### src/rtl/step_atten_ctrl.sv
module step_atten_ctrl #(
  parameter int STATE_W       = 7,
  parameter int PRESET_CYCLES = 20000
) (
  input  logic               clk,
  input  logic               rst_n,
  input  logic               ser_sel,
  input  logic               le,
  input  logic [STATE_W-1:0] par_bits,
  input  logic [STATE_W:0]   ser_word,
  input  logic               ser_load,
  output logic [STATE_W-1:0] atten,
  output logic               seq_err
);
  localparam int CNT_W = $clog2(PRESET_CYCLES + 2);
  localparam logic [CNT_W-1:0] CNT_END = CNT_W'(PRESET_CYCLES);

  logic [CNT_W-1:0] hold_cnt;
  logic ser_b7, seq_done, sel_q;

  wire hold_done = (hold_cnt == CNT_END);
  wire take_ser  = ser_sel & ser_load;
  wire take_par  = ~ser_sel & le & hold_done;
  wire sel_rise  = ser_sel & ~sel_q;
  wire sel_fall  = ~ser_sel & sel_q;
  wire bad_rise  = sel_rise & ~seq_done & (|par_bits);
  wire bad_fall  = sel_fall & ser_b7;

  always_ff @(posedge clk or negedge rst_n) begin
    if (!rst_n) begin
      hold_cnt <= '0;
      atten    <= '1;
      ser_b7   <= 1'b1;
      seq_done <= 1'b0;
      sel_q    <= 1'b0;
      seq_err  <= 1'b0;
    end else begin
      if (!hold_done) hold_cnt <= hold_cnt + 1'b1;
      sel_q <= ser_sel;
      if (take_ser) begin
        atten  <= ser_word[STATE_W-1:0];
        ser_b7 <= ser_word[STATE_W];
        if (!ser_word[STATE_W]) seq_done <= 1'b1;
      end else if (take_par) begin
        atten <= par_bits;
      end
      if (bad_rise || bad_fall) seq_err <= 1'b1;
    end
  end

  a_r5_hold_window: assert property (@(posedge clk) disable iff (!rst_n)
    (!hold_done && !take_ser) |=> $stable(atten));
  a_r3_direct_follow: assert property (@(posedge clk) disable iff (!rst_n)
    (hold_done && !ser_sel && le) |=> atten == $past(par_bits));
  a_r4_latched_hold: assert property (@(posedge clk) disable iff (!rst_n)
    (!ser_sel && !le) |=> $stable(atten));
  a_r6_serial_load: assert property (@(posedge clk) disable iff (!rst_n)
    (ser_sel && ser_load) |=> atten == $past(ser_word[STATE_W-1:0]));
  a_r6_serial_hold: assert property (@(posedge clk) disable iff (!rst_n)
    (ser_sel && !ser_load) |=> $stable(atten));
  a_r9_rise_flag: assert property (@(posedge clk) disable iff (!rst_n)
    (ser_sel && !sel_q && !seq_done && (|par_bits)) |=> seq_err);
  a_r10_sticky: assert property (@(posedge clk) disable iff (!rst_n)
    seq_err |=> seq_err);
endmodule

### config.mk
export PLATFORM = sky130hd
export DESIGN_NAME = step_atten_ctrl
export DESIGN_NICKNAME = d
export VERILOG_FILES = /design/src/rtl/step_atten_ctrl.sv
export SDC_FILE = /design/constraint.sdc
export NUM_CORES = 1
export LEC_CHECK = 0
export ABC_CLOCK_PERIOD_IN_PS = 2300
export CORE_MARGIN = 10
export CORE_UTILIZATION = 40
export CTS_CLUSTER_SIZE = 24
export DETAILED_ROUTE_END_ITERATION = 7
export PLACE_DENSITY = 0.75
export SYNTH_ARGS = -nofsm -noshare
export SYNTH_HDL_FRONTEND = slang
export SYNTH_SLANG_ARGS = --single-unit
### constraint.sdc
create_clock -name clk -period 2.3 [get_ports clk]
set_clock_uncertainty 0.05 [all_clocks]
set_input_delay 0.23 -clock clk [delete_from_list [all_inputs] [get_ports clk]]
set_output_delay 0.23 -clock clk [all_outputs]
set_load 0.005 [all_outputs]
* Yosys cells after proc, flatten, opt, wreduce, memory -nomap -nowiden
Cells that the tools add are included.
** Operators by class
- Reductions and logical operators :: 4
- Equal/unequal tests :: 1
- Add/sub/neg operators :: 1
- Muxes and demuxes :: 2
- Bitwise gates (word level) :: 12
** Operator list (number)
- 15-bit by 1-bit adder with 15-bit output, second input constant :: 1
- 15-bit == test, second input constant :: 1
- 7-bit 2-to-1 mux :: 2
- 1-bit bitwise AND :: 8
- 7-bit OR reduction :: 1
- 1-bit NOT :: 4
- 2-bit AND reduction :: 1
- 2-bit nonzero test :: 1
- 1-bit logical OR :: 1
** Word-level totals
- Output and inout bits :: 8
- Register bits :: 26
- Input port bits :: 20

* Longest topological paths before layout
- Depth after elaboration :: 5
- Depth in mapped cells :: 6

* Least setup slack after synthesis
No wires, ideal clock.
- Path type :: flip-flop to flip-flop
- Start :: reg hold_cnt[0]
- End :: reg atten[0]
- Required time :: 2.168 ns
- Period minus slack after synthesis :: 1.703 ns
- Stages on the path, launching flop included :: 7
- Data arrival time :: 1.571 ns
- Library setup time :: 0.082 ns
- Slack :: 0.597 ns
- Cell sequence :: dfrtp_1 inv_1 ha_1 and4bb_2 nand4_4 o21ai_4 mux2_4
** Between the ends
- Word-level cells in the longest chain between the ends :: 3
** RTL lines
- start, declared :: line 18 : logic [CNT_W-1:0] hold_cnt;
- start signal, assigned :: line 38 : if (!hold_done) hold_cnt <= hold_cnt + 1'b1;
- 15-bit == test :: line 21 : wire hold_done = (hold_cnt == CNT_END);
- 1-bit bitwise AND :: line 23 : wire take_par = ~ser_sel & le & hold_done;
- 2-bit nonzero test (no source line)
- end signal, assigned :: line 41 : atten <= ser_word[STATE_W-1:0];
- end signal, assigned :: line 45 : atten <= par_bits;
- end, declared :: line 12 : output logic [STATE_W-1:0] atten,
Every way passes these cells.
A chain may end at the register's enable or synchronous reset.

* Worst setup path after layout
- Start :: reg hold_cnt[0]
- End :: reg atten[3]
Same word-level chain as after synthesis.

==> flow_summary.yaml <==
timing:
  maxSlewViolCount: 0
  period_needed_ns: 1.86
  worst_pin_slew_ns: 0.465
  period_share_pct: 80.8
  whs_ns: 0.202
  setup-tns-final_ns: 0
  hold_violations: 0
  fin_ws_ns: 0.443
  grt_setup_unrepaired: "false"
  slew_headroom_pct: 68.9
  fmax_mhz: 538
  finalSetupViolations: 0
route:
  wl_mm: 2.53
  num_vias: 829
  dr.pass1.iters: 4
  viasPerCell: 4.79
  drc: 0
  drt_iter0_drc: 33
  ant_nets: 0
  drt-wirelength-per-cell_um: 14.6
cts:
  holdBufCountCts: 0
  postCtsSetupRepairBufs: 0
  root_buffer: "clkbuf_4"
  numCtsBuffers: 3
  cts_tree: "yes"
  cts_sinks: 26
  clk_pin_slew_worst_paths_ns: 0.15
  htreeDepth: 1
  clockBufferDepth: 2
  cts_resized: 0
  clock_latency_ns: 0.32
floorplanning:
  rows: 20
  boundaryPins: 28
  core-area_um2: 3050
  dieHeight_um: 76.5
  die_x_um: 76.5
  initial_core_util_pct: 41.8
  die_area_um2: 5850
layout:
  layout_commonest_cell: "clkdlybuf4s50_1"
  fin_cells: 173
  seq_area_um2: 661
  multi_input_area_um2: 606
  finalInstanceArea_um2: 1660
  fillers: 275
  areaGrowthSynthToFinish_pct: 30.2
  antenna_cells: 0
  most-common-layout-cells: "clkdlybuf4s50_1 (27), dfrtp_1 (18), nand2_1 (9), xnor2_1 (9)"
  fin_util_pct: 54.5
  drive_gt1_share_pct: 27.1
  layout.nets: 152
global_routing:
  track_usage_pct: 8.95
  grt_overflow: 0
  met2_usage_pct: 12.6
  grt_util_met1_pct: 12.9
  gr-max-usage-layer: "met1"
  antenna_found_initial: 0
  grt_pass1_wl_mm: 4.37
  grt_pass1_vias: 878
  use_met3_pct: 3.30
  grt_max_degree: 27
place:
  post_dp_cell_area_um2: 1610
  place_ws_ns: 0.412
  gp_congestion: 0.752
  placed_cells: 169
  io_buffers: 27
  hpwl_mm: 1.95
power:
  peakVddDrop_mv: 0.362
  pwr_density_cell_nw_per_um2: 589
  pwr-share-seq_pct: 52.3
  switching_share_pct: 20.1
  finalPower_uw: 979
  p_int_uw: 782
  p_leak_nw: 0.719
  power.share.combinational_pct: 15.6
  p_clk_share_pct: 32.1
  p_sw_uw: 196
worst_setup_path:
  slowest_stage: "dfrtp_1"
  cpPeakStageDelay_ns: 0.44
  crit_required_ns: 2.51
  crit_type: "reg2reg"
  critPathLaunchType: "flip-flop"
  worst_ep_arrival_time_ns: 2.07
  crit_chain: "inv_1 -> ha_1 -> and4bb_2 -> nand4_4 -> o21ai_4 -> mux2_4"
  path_max_fanout: 7
  reg2reg_slack_ns: 0.44
  worst-path-buf-inv: 1
  endpoint_kind: "flip-flop"
  worstRegToRegCells: 6
  cp_top_family: "flip-flops"
  r2r-start: "hold_cnt[0]$_DFFE_PN0P_"
  reg2reg_to: "atten[3]$_DFFE_PN1P_"
yosys:
  synth_area_um2: 1280
  ys_seq_area_share_pct: 51.7
  syn_nets: 119
  ys_types: 27
  synth_seq_cells: 26
  syn_avg_cell_area_um2: 13.2
  ys_warn_count: 0
  synthCells: 97
min_path:
  hold_path.class: "in2async"
status:
  status: "completed"
flow_run:
  maxCapViolations: 0
-- final cells by class --
type	instances	share of cell area, %
Sequential cell	26	39.7
Multi-Input combinational cell	68	36.4
Timing Repair Buffer	28	16.7
Tap cell	44	3.31
Clock inverter	1	1.81
Clock buffer	3	1.35
Inverter	3	0.677
-- cell families (layout without fill, tap and decap cells) --
group,Yosys count,after routing,share of synthesized area (%)
xor gates and xnor gates,13,13,8.91
adders and majority gates,2,2,1.96
buffers and inverters,3,35,0.881
and+or+nand+nor,32,32,16.9
DFF,26,26,51.7
AOI/OAI and AO/OA,5,5,3.53
muxes,16,16,16.1
-- worst max path at each step --
stage	start	endpoint	slack, ns	cells after the start
3_5_place_dp	ser_sel	atten[1]$_DFFE_PN1P_	0.41	4
4_1_cts	hold_cnt[0]$_DFFE_PN0P_	atten[3]$_DFFE_PN1P_	0.41	6
6_report	hold_cnt[0]$_DFFE_PN0P_	atten[3]$_DFFE_PN1P_	0.44	6
3_3_place_gp	ser_sel	atten[0]$_DFFE_PN1P_	0.46	4
2_1_floorplan	hold_cnt[0]$_DFFE_PN0P_	atten[0]$_DFFE_PN1P_	0.60	6
5_1_grt	hold_cnt[0]$_DFFE_PN0P_	atten[3]$_DFFE_PN1P_	0.31	6
-- metal layers --
layer / up-vias / wire length (um)
li1: 400 / -
met2: 32 / 1050
met3: 2 / 124
met4: 0 / 9
met1: 395 / 1350
met5: - / 0
-- registers in the layout, indices dropped and copies added (netlist names) --
register	count
atten	7
hold_cnt	15
sel_q	1
seq_done	1
seq_err	1
ser_b7	1
-- power by group through the flow --
stage	registers, mW	logic [mW]	clock network [mW]
detailed placement	0.520	0.155	0
finish	0.512	0.153	0.314
floorplan	0.521	0.0560	0
CTS	0.512	0.156	0.325
global placement	0.520	0.152	0
global route	0.515	0.166	0.338
-- synth_stat cells --
cell type,count,area share (%)
nand2_1,9,2.6
xnor2_1,9,6.2
and4bb_2,1,0.98
nand2b_1,1,0.49
nor4b_4,2,3.7
nand4_1,1,0.49
or2_2,2,0.98
and4_1,1,0.69
dfstp_2,8,16
inv_1,3,0.88
and2_1,1,0.49
mux2i_1,1,0.78
o21ai_4,1,1.3
nand4_4,1,1.7
nor3_1,3,1.2
nor4_1,1,0.49
mux2_4,7,8.2
nand3_1,5,2.0
xor2_1,4,2.7
a211oi_1,1,0.59
o21ai_0,1,0.39
mux2_2,8,7.1
o21bai_1,1,0.59
a211o_1,1,0.69
ha_1,2,2.0
dfrtp_1,18,35
nor2_1,4,1.2
Power figures use the tool's default switching activity.
